$ cat config.mk
export PLATFORM = sky130hd
export DESIGN_NAME = tdma_slot_window_timer
export DESIGN_NICKNAME = d
export VERILOG_FILES = /design/src/rtl/tdma_win_pkg.sv /design/src/rtl/tdma_slot_table.sv /design/src/rtl/tdma_win_calc.sv /design/src/rtl/tdma_slot_window_timer.sv
export SDC_FILE = /design/constraint.sdc
export NUM_CORES = 1
export LEC_CHECK = 0
export ABC_AREA = 1
export BUFFER_PORTS_ARGS = -buffer_cell sky130_fd_sc_hd__buf_2
export CAP_MARGIN = 20
export CELL_PAD_IN_SITES_DETAIL_PLACEMENT = 1
export CELL_PAD_IN_SITES_GLOBAL_PLACEMENT = 2
export CORE_MARGIN = 1
export CORE_UTILIZATION = 38
export CTS_CLUSTER_SIZE = 12
export DETAILED_ROUTE_END_ITERATION = 12
export PLACE_DENSITY_LB_ADDON = 0.3
export SLEW_MARGIN = 20
export SYNTH_ARGS = -nofsm -noshare
export SYNTH_HDL_FRONTEND = slang
export SYNTH_HIERARCHICAL = 1
export SYNTH_SLANG_ARGS = --single-unit
$ cat constraint.sdc
create_clock -name clk -period 9.2 [get_ports clk]
set_input_delay 2.76 -clock clk [delete_from_list [all_inputs] [get_ports clk]]
set_output_delay 2.76 -clock clk [all_outputs]
set_load 0.01 [all_outputs]
$ cat src/rtl/tdma_win_pkg.sv
package tdma_win_pkg;

    typedef struct packed {
        logic rx;
        logic gate;
        logic tx;
    } win_t;

endpackage

$ cat src/rtl/tdma_slot_table.sv
module tdma_slot_table #(
    parameter int NS = 8,
    parameter int TW = 16,
    localparam int IW = (NS > 1) ? $clog2(NS) : 1
) (
    input  logic          clk,
    input  logic          we,
    input  logic [IW-1:0] widx,
    input  logic [TW-1:0] wstart,
    input  logic [TW-1:0] wdur,
    input  logic          wown,
    input  logic [IW-1:0] cur_idx,
    input  logic [IW-1:0] nxt_idx,
    output logic [TW-1:0] cur_start,
    output logic [TW-1:0] cur_dur,
    output logic          cur_own,
    output logic [TW-1:0] nxt_start
);

    logic [TW-1:0] start_q [NS];
    logic [TW-1:0] dur_q   [NS];
    logic          own_q   [NS];

    for (genvar g = 0; g < NS; g++) begin : g_entry
        always_ff @(posedge clk) begin
            if (we && (widx == IW'(g))) begin
                start_q[g] <= wstart;
                dur_q[g]   <= wdur;
                own_q[g]   <= wown;
            end
        end
    end

    always_comb begin
        cur_start = start_q[cur_idx];
        cur_dur   = dur_q[cur_idx];
        cur_own   = own_q[cur_idx];
        nxt_start = start_q[nxt_idx];
    end

endmodule

$ cat src/rtl/tdma_win_calc.sv
module tdma_win_calc
    import tdma_win_pkg::*;
#(
    parameter int TW = 16,
    parameter int PW = 8,
    localparam int EW = ((TW > PW) ? TW : PW) + 3
) (
    input  logic [TW-1:0] now,
    input  logic [TW-1:0] start,
    input  logic [TW-1:0] dur,
    input  logic [PW-1:0] prec,
    input  logic          own,
    output win_t          win
);

    logic [EW-1:0] rel, d, p;
    logic          valid;

    always_comb begin
        valid = (now >= start);
        rel   = EW'(now) - EW'(start);
        d     = EW'(dur);
        p     = EW'(prec);
        win.rx   = valid && (rel < d + (p << 2));
        win.gate = valid && own && (rel >= p) && (rel < d + 3 * p);
        win.tx   = valid && own && (rel >= (p << 1)) && (rel < (p << 1) + d);
    end

endmodule

$ cat src/rtl/tdma_slot_window_timer.sv
module tdma_slot_window_timer
    import tdma_win_pkg::*;
#(
    parameter int NS = 8,
    parameter int TW = 16,
    parameter int PW = 8,
    parameter int CW = 8,
    localparam int IW  = (NS > 1) ? $clog2(NS) : 1,
    localparam int SCW = $clog2(NS + 1)
) (
    input  logic           clk,
    input  logic           rst_n,
    input  logic [TW-1:0]  cfg_round_len,
    input  logic [PW-1:0]  cfg_prec,
    input  logic [SCW-1:0] cfg_nslots,
    input  logic           tbl_we,
    input  logic [IW-1:0]  tbl_idx,
    input  logic [TW-1:0]  tbl_start,
    input  logic [TW-1:0]  tbl_dur,
    input  logic           tbl_own,
    input  logic           tx_req,
    output logic [TW-1:0]  local_time,
    output logic [IW-1:0]  slot_id,
    output logic           rx_win,
    output logic           gate_open,
    output logic           tx_en,
    output logic           tx_line,
    output logic           babble,
    output logic [CW-1:0]  viol_cnt
);

    typedef struct packed {
        logic [TW-1:0] tm;
        logic [IW-1:0] slot;
        win_t          win;
        logic          txo;
        logic          bab;
        logic [CW-1:0] viol;
    } st_t;

    st_t st_q, st_d;

    logic [TW-1:0]  time_d;
    logic [IW-1:0]  slot_d;
    logic [SCW-1:0] nxt_full;
    logic [TW:0]    tm_inc;
    logic [TW-1:0]  cur_start, cur_dur, nxt_start;
    logic           cur_own;
    win_t           win_d;

    // next time and next slot
    always_comb begin
        tm_inc   = {1'b0, st_q.tm} + 1'b1;
        time_d   = (tm_inc >= {1'b0, cfg_round_len}) ? '0 : tm_inc[TW-1:0];
        nxt_full = SCW'(st_q.slot) + 1'b1;
        if (time_d == '0)
            slot_d = '0;
        else if ((nxt_full < cfg_nslots) && (time_d == nxt_start))
            slot_d = nxt_full[IW-1:0];
        else
            slot_d = st_q.slot;
    end

    tdma_slot_table #(.NS(NS), .TW(TW)) table_i (
        .clk       (clk),
        .we        (tbl_we),
        .widx      (tbl_idx),
        .wstart    (tbl_start),
        .wdur      (tbl_dur),
        .wown      (tbl_own),
        .cur_idx   (slot_d),
        .nxt_idx   (nxt_full[IW-1:0]),
        .cur_start (cur_start),
        .cur_dur   (cur_dur),
        .cur_own   (cur_own),
        .nxt_start (nxt_start)
    );

    tdma_win_calc #(.TW(TW), .PW(PW)) calc_i (
        .now   (time_d),
        .start (cur_start),
        .dur   (cur_dur),
        .prec  (cfg_prec),
        .own   (cur_own),
        .win   (win_d)
    );

    always_comb begin
        st_d      = st_q;
        st_d.tm   = time_d;
        st_d.slot = slot_d;
        st_d.win  = win_d;
        st_d.txo  = tx_req & win_d.gate;
        if (tx_req && !win_d.gate && (st_q.viol != '1))
            st_d.viol = st_q.viol + 1'b1;
        if (tx_req && st_q.win.gate && !win_d.gate)
            st_d.bab = 1'b1;
    end

    always_ff @(posedge clk or negedge rst_n) begin
        if (!rst_n) st_q <= '0;
        else        st_q <= st_d;
    end

    assign local_time = st_q.tm;
    assign slot_id    = st_q.slot;
    assign rx_win     = st_q.win.rx;
    assign gate_open  = st_q.win.gate;
    assign tx_en      = st_q.win.tx;
    assign tx_line    = st_q.txo;
    assign babble     = st_q.bab;
    assign viol_cnt   = st_q.viol;

    AST_WRAP_TO_ZERO: assert property (@(posedge clk) disable iff (!rst_n)
        (local_time == TW'(cfg_round_len - 1'b1)) && (cfg_round_len != '0)
        |=> (local_time == '0)) else $error("wrap");
    AST_SLOT_ZERO_AT_WRAP: assert property (@(posedge clk) disable iff (!rst_n)
        (local_time == '0) |-> (slot_id == '0)) else $error("slot wrap");
    AST_GATE_IN_RX: assert property (@(posedge clk) disable iff (!rst_n)
        gate_open |-> rx_win) else $error("gate outside rx");
    AST_TX_IN_GATE: assert property (@(posedge clk) disable iff (!rst_n)
        tx_en |-> gate_open) else $error("tx outside gate");
    AST_LINE_GATED: assert property (@(posedge clk) disable iff (!rst_n)
        tx_line |-> gate_open) else $error("line outside gate");
    AST_VIOL_NO_DROP: assert property (@(posedge clk) disable iff (!rst_n)
        viol_cnt >= $past(viol_cnt)) else $error("count dropped");
    AST_BABBLE_STICKY: assert property (@(posedge clk) disable iff (!rst_n)
        babble |=> babble) else $error("babble cleared");

endmodule

==> impl_metrics.py, run 1 <==
metrics = {
    "setup_path": {
        "cp.arrival_ns": 9.35,
        "crit_slowest_cell": "fa_1",
        "required_ns": 9.61,
        "startpoint_type": "input pin",
        "path_class": "input pin to register",
        "critPathMostFrequentCell": "nand2_1",
        "endpoint_kind": "register",
        "path_max_fanout": 8,
        "cpPeakStageDelay_ns": 0.43,
    },
    "floorplanning": {
        "rows": 82,
        "start_util_pct": 38.60,
        "core-area_mm2": 0.05017,
        "die_width_um": 227.7,
        "io_pins": 100,
        "dieArea_mm2": 0.05187,
        "die_y_um": 227.7,
    },
    "power": {
        "p_per_area_mw_per_mm2": 194.2,
        "leakage_nw": 12.13,
        "power_mw": 4.683,
        "peakVddDrop_uv": 146.7,
    },
    "cells_and_area": {
        "final_nets": 2967,
        "fillers": 6092,
        "seqCellArea_mm2": 0.008728,
        "drive_above_1_share_pct": 18.58,
        "syn2layout_area_growth_pct": 24.50,
        "fin_area_mm2": 0.02411,
        "multi_input_area_mm2": 0.008996,
    },
    "synthesis": {
        "async_flop_share_pct": 10.81,
        "synth_area_mm2": 0.01936,
        "synth_top_area_cell": "edfxtp_1",
        "synth.top_cell.area_share_pct": 40.94,
        "yosys_warnings": 6,
        "synth-edff-count": 264,
        "syn_avg_cell_area_um2": 7.862,
        "yosysUniqueCellTypes": 41,
        "synth-seq-cells": 296,
        "syn_nets": 2669,
        "syn_inst": 2463,
        "yosysSeqAreaShare_pct": 45.07,
        "yosys-top-cells-area": "edfxtp_1 (41%), nand2_1 (17%), inv_1 (8.9%), ha_1 (8.2%), nand3_1 (6.4%)",
        "ys.flop_type": "edfxtp_1",
    },
    "drt": {
        "drt_pass1_iterations": 5,
        "finalWirelength_um": 65780,
        "viasPerCell": 5.018,
        "wl_per_cell_um": 19.01,
        "drc": 0,
        "drt_iter0_markers": 753,
        "vias": 17370,
        "ant_nets": 0,
    },
    "hold_path": {
        "min_path_type": "register to register",
    },
    "status": {
        "outcome": "complete, no violations",
    },
    "timing": {
        "fin_crit_sh_pct": 97.16,
        "max_slew.worst_pin.slew_ns": 0.9173,
        "fmax_ghz": 0.1119,
        "min_period_ns": 8.939,
        "setup_viol": 0,
        "drv_slew": 0,
        "whs_ns": 0.4546,
        "hold_violations": 0,
        "slew_headroom_pct": 38.78,
        "rsz0062_at_grt": "true",
        "clock_skew_ns": 0.02009,
    },
    "clock_tree": {
        "clock_path_buffers": 3,
        "cts_tree": "yes",
        "cts_root_buffer": "clkbuf_16",
        "clock_sinks": 296,
        "clock_latency_ns": 0.56,
        "cts_hold_buf": 0,
        "path_clk_slew_ns": 0.05,
        "numCtsBuffers": 36,
        "cts.htree.levels": 2,
    },
    "global_routing": {
        "overflow": 0,
        "grt_pass1_wl_um": 101800,
        "grt_use_total_pct": 25.12,
        "antenna_found_initial": 2,
        "grt_max_degree": 68,
        "grt_pass1_vias": 18520,
    },
    "place": {
        "placed_cell_area_mm2": 0.02206,
        "hpwlAfterDp_um": 45750,
        "gp_congestion": 0.8815,
        "numPortBuffers": 99,
    },
    "run": {
        "maxCapViolations": 0,
    },
}
==> critical path, delay by kind of cell <==
| kind | cells | cell delay (ns) |
|---|---|---|
| xor+xnor | 2 | 0.30 |
| fa+ha+maj | 5 | 1.41 |
| compound gates | 6 | 0.88 |
| simple gates | 25 | 2.64 |
| buf+inv | 14 | 1.33 |
==> Yosys cell counts, drive strengths merged, types with 3 or more instances <==
library cell	number
o211ai	3
a31oi	6
xnor2	12
ha	127
nand3b	4
xor2	43
o21ai	23
edfxtp	264
nand3	255
nand4	25
buf	61
fa	11
a21o	4
a21oi	71
nand2	901
clkbuf	18
o21bai	8
inv	463
nor3	13
nor2	110
dfrtp	32
==> logic make-up after synthesis <==
family / Yosys count / synth area share [%]
buffers and inverters: 542 / 11.36
DFF: 296 / 45.07
xor gates and xnor gates: 55 / 2.488
and+or+nand+nor: 1312 / 28.24
adders and majority gates: 138 / 9.343
AOI/OAI and AO/OA: 120 / 3.502
==> metal layers <==
metal | track usage [%] | part of all wire (%) | up-vias
met5 | 0 | 0.026 | -
met4 | 6.546 | 2.2 | 2
met3 | 3.213 | 4.0 | 100
met2 | 43.90 | 49 | 336
met1 | 32.62 | 45 | 8555
li1 | - | - | 8374
==> power breakdown <==
part / internal (mW) / total (mW) / switching (mW)
logic: 0.719 / 1.66 / 0.939
clock network: 0.856 / 1.44 / 0.584
registers: 1.54 / 1.59 / 0.0479
total: 3.11 / 4.68 / 1.57
==> placed cells by master, fill, tap and decap left out, types with 5 or more instances in the layout <==
master     synthesis  final
a21oi_1           68     66
a21oi_2            3      5
buf_12             0     17
buf_2             40     99
buf_4              5    208
buf_6             11      8
clkbuf_1          18      8
clkbuf_16          0     39
clkinv_1           0      6
clkinv_2           0      5
dfrtp_1           32     32
edfxtp_1         264    264
fa_1              11      8
ha_1             127    114
ha_4               0     12
inv_1            457    448
inv_2              5     13
nand2_1          888    865
nand2_2           11     34
nand3_1          249    242
nand3_2            6     11
nand4_1           25     25
nor2_1           102     81
nor2_2             4      7
nor2_4             4     24
nor3_1            13     10
o21ai_0           20     14
o21ai_1            1      6
o21bai_1           8      8
xnor2_1           12     12
xor2_1            43     41
==> sequential cells by signal, summed over array words and instances, names as in the netlist <==
register         cells
table_i/dur_q      128
table_i/start_q    128
local_time          16
table_i/own_q        8
viol_cnt             8
slot_id              3
babble               1
gate_open            1
rx_win               1
tx_en                1
tx_line              1
==> worst paths after layout <==
kind                                          from                       end  slack (ns)  cells past startpoint
hold reg to reg                 babble$_DFFE_PN0P_        babble$_DFFE_PN0P_        0.45                      1
max in group asynchronous                    rst_n   viol_cnt[6]$_DFFE_PN0P_        6.40                      1
setup reg to reg           local_time[0]$_DFF_PN0_   viol_cnt[7]$_DFFE_PN0P_        1.03                     58
hold / removal                  babble$_DFFE_PN0P_        babble$_DFFE_PN0P_        0.45                      1
setup / recovery                  cfg_round_len[7]   viol_cnt[7]$_DFFE_PN0P_        0.26                     52
min in group asynchronous                    rst_n  local_time[15]$_DFF_PN0_        2.29                      1
==> repair_timing <==
item | CTS | global route
setup buffers | 5 | 16
pin swaps | 15 | 50
setup endpoints to repair | 8 | 8
gates resized for setup | 31 | 95
cloned | 5 | 2
==> area by class of cell <==
| class | instances | share of cell area (%) |
|---|---|---|
| Timing Repair Buffer | 336 | 10.77 |
| Clock buffer | 45 | 3.965 |
| Multi-Input combinational cell | 1628 | 37.31 |
| Sequential cell | 296 | 36.20 |
| Inverter | 463 | 7.260 |
| Clock inverter | 20 | 0.9860 |
| Antenna cell | 1 | 0.01038 |
| Tap cell | 672 | 3.487 |
==> stage by stage <==
step | utilization [%] | worst slack, ns | std cells | TNS, ns
2_1_floorplan | - | 0.004793 | 2463 | 0
3_3_place_gp | 43.97 | -0.5066 | 3367 | -3.112
3_5_place_dp | 43.97 | -0.9766 | 3367 | -7.355
4_1_cts | 46.86 | 0.001127 | 3442 | 0
5_1_grt | 48.05 | -0.1899 | 3461 | -0.4864
6_report | 48.05 | 0.2613 | 3461 | 0
Note: power is estimated with default switching activity, not from simulation.
==> run 2: changes to the inputs <==
- PLACE_DENSITY_LB_ADDON: 0.3 -> 0.1
==> run 2 against run 1 <==
  * Wire length is 0.13% lower
  * Register-to-register slack worse by 0.13 ns
  * Critical path type unchanged
  * Sequential power hardly changed
==> impl_metrics.py, run 2 (synthesized netlist as in run 1, its figures left out) <==
metrics = {
    "status": {
        "outcome": "complete, no violations",
    },
    "hold_path": {
        "min_path_type": "register to register",
        "whs_endpoint": "babble$_DFFE_PN0P_",
        "holdPathStages": 1,
        "holdCritStartpoint": "babble$_DFFE_PN0P_",
    },
    "timing": {
        "clock_skew_ns": 0.02004,
        "drv_slew": 0,
        "hold_violations": 0,
        "tns_ns": 0,
        "rsz0062_at_grt": "true",
        "slew_headroom_pct": 39.74,
        "fmax_ghz": 0.1124,
        "min_period_ns": 8.895,
        "setup_viol": 0,
        "fin_crit_sh_pct": 96.68,
        "max_slew.worst_pin.slew_ns": 0.9029,
    },
    "cells_and_area": {
        "fin_util_pct": 49.03,
        "layout_common_cells": "nand2_1 (841), inv_1 (435), edfxtp_1 (264)",
        "drive_above_1_share_pct": 21.32,
        "syn2layout_area_growth_pct": 27.02,
        "final_common_cell": "nand2_1",
        "fillers": 6066,
        "final_nets": 2979,
    },
    "setup_path": {
        "cp.arrival_ns": 9.33,
        "r2r-end": "viol_cnt[7]$_DFFE_PN0P_",
        "crit_slowest_cell": "fa_1",
        "r2r-start": "local_time[0]$_DFF_PN0_",
        "startpoint_type": "input pin",
        "r2r_cells": 56,
        "path_max_fanout": 8,
        "path_class": "input pin to register",
        "required_ns": 9.64,
        "cpPeakStageDelay_ns": 0.55,
        "rrSetupSlack_ns": 0.90,
        "endpoint_kind": "register",
    },
    "place": {
        "hpwlAfterDp_um": 45470,
        "gp_congestion": 0.9043,
        "numPortBuffers": 99,
    },
    "power": {
        "clkPwrFrac_pct": 29.8,
        "p_per_area_mw_per_mm2": 188.7,
        "switching_share_pct": 33.69,
        "p_seq_share_pct": 34.1,
        "combinationalPowerShare_pct": 36.1,
        "p_int_mw": 3.078,
        "p_switching_mw": 1.564,
        "peakVddDrop_uv": 144.5,
        "leakage_nw": 12.28,
    },
    "drt": {
        "wl_per_cell_um": 18.92,
        "finalWirelength_um": 65700,
        "vias": 17160,
        "drt_iter0_markers": 886,
        "ant_nets": 0,
        "drc": 0,
        "viasPerCell": 4.942,
        "drt_pass1_iterations": 5,
    },
    "global_routing": {
        "grt_use_total_pct": 24.69,
        "grt_util_met3_pct": 3.400,
        "grt_pass1_vias": 17850,
        "grt.busiest_layer": "met2",
        "overflow": 0,
        "grt_util_met1_pct": 33.00,
        "grt_max_degree": 68,
        "met2_usage_pct": 41.39,
        "grt_pass1_wl_um": 99820,
        "antenna_found_initial": 5,
    },
    "clock_tree": {
        "numCtsBuffers": 37,
        "cts_hold_buf": 0,
        "cts.htree.levels": 2,
        "cts_root_buffer": "clkbuf_16",
        "clock_latency_ns": 0.57,
        "path_clk_slew_ns": 0.05,
        "clock_sinks": 296,
        "cts_tree": "yes",
        "clock_path_buffers": 3,
    },
    "floorplanning": {
        "io_pins": 100,
        "die_width_um": 227.7,
        "die_y_um": 227.7,
        "start_util_pct": 38.60,
        "rows": 82,
        "dieArea_mm2": 0.05187,
        "core-area_mm2": 0.05017,
    },
    "run": {
        "maxCapViolations": 0,
    },
}
==> run 2: changes by cell type in the layout (fill, tap and decap cells not counted), sizes merged <==
cell      change
clkbuf        +7
clkinvlp      -2
nand2         +1
nor2          -2
buf          +10
clkinv        +2
bufinv        -3
bufbuf        -1
==> run 2: worst max-delay path by stage <==
| stage | from | to | cells after the start |
|---|---|---|---|
| 2_1_floorplan | cfg_round_len[12] | viol_cnt[7]$_DFFE_PN0P_ | 51 |
| 3_3_place_gp | cfg_round_len[4] | viol_cnt[7]$_DFFE_PN0P_ | 49 |
| 3_5_place_dp | cfg_round_len[8] | viol_cnt[7]$_DFFE_PN0P_ | 48 |
| 4_1_cts | cfg_round_len[14] | viol_cnt[7]$_DFFE_PN0P_ | 50 |
| 5_1_grt | cfg_round_len[9] | viol_cnt[7]$_DFFE_PN0P_ | 50 |
| 6_report | cfg_round_len[9] | viol_cnt[7]$_DFFE_PN0P_ | 50 |
==> run 2: critical path, delay by kind of cell <==
| kind | cells | cell delay [ns] |
|---|---|---|
| AND/OR/NAND/NOR | 26 | 2.65 |
| adder cells (fa/ha/maj) | 4 | 1.55 |
| XOR/XNOR | 2 | 0.23 |
| AO/OA/AOI/OAI | 6 | 0.84 |
| buffers and inverters | 12 | 1.30 |
==> run 2: layout make-up <==
type | instances | area (um2) | area share [%]
clock inverters | 16 | 148.9 | 0.6053
inverters | 463 | 1763 | 7.167
repair inverters | 1 | 5.005 | 0.02035
repair buffers | 347 | 2781 | 11.31
flip-flops and latches | 296 | 8728 | 35.49
well taps | 672 | 840.8 | 3.418
clock buffers | 50 | 1006 | 4.090
multi-input cells | 1627 | 9321 | 37.90
diodes | 1 | 2.502 | 0.01017
==> run 2: per-layer routing <==
layer,up-vias,wire length (um)
li1,8392,-
met1,8369,30010
met2,302,31090
met3,96,2794
met4,4,1775
met5,-,24
==> run 2: repair_timing <==
| action | in CTS | in global routing |
|---|---|---|
| endpoints found under the hold margin | 0 | 0 |
| buffers inserted | 0 | 38 |
| pin swaps | 0 | 120 |
| resized for setup | 6 | 227 |
| gates cloned | 0 | 7 |
| endpoints found under the setup margin | 3 | 8 |
==> run 2: power groups by stage <==
stage                     Clock, mW  Sequential, mW  Combinational [mW]
after floorplan                   0            1.62               0.814
after global placement            0            1.61                1.48
after detailed placement          0            1.61                1.53
after CTS                      1.42            1.58                1.54
after global routing           1.47            1.59                1.88
final                          1.38            1.58                1.68
==> run 2: per-stage QoR <==
| stage | hold WS (ns) | setup slack, ns | cell area (um2) | instances | power, mW |
|---|---|---|---|---|---|
| final | 0.4717 | 0.3054 | 24600 | 3473 | 4.642 |
| after global routing | 0.4873 | -0.1411 | 24600 | 3473 | 4.941 |
| after global placement | 0.4463 | -0.4454 | 22010 | 3361 | 3.085 |
| after CTS | 0.4781 | 0.006425 | 23180 | 3427 | 4.549 |
| after floorplan | 0.4932 | 0.004793 | 19380 | 2463 | 2.430 |
| after detailed placement | 0.4662 | -0.6803 | 22010 | 3361 | 3.141 |
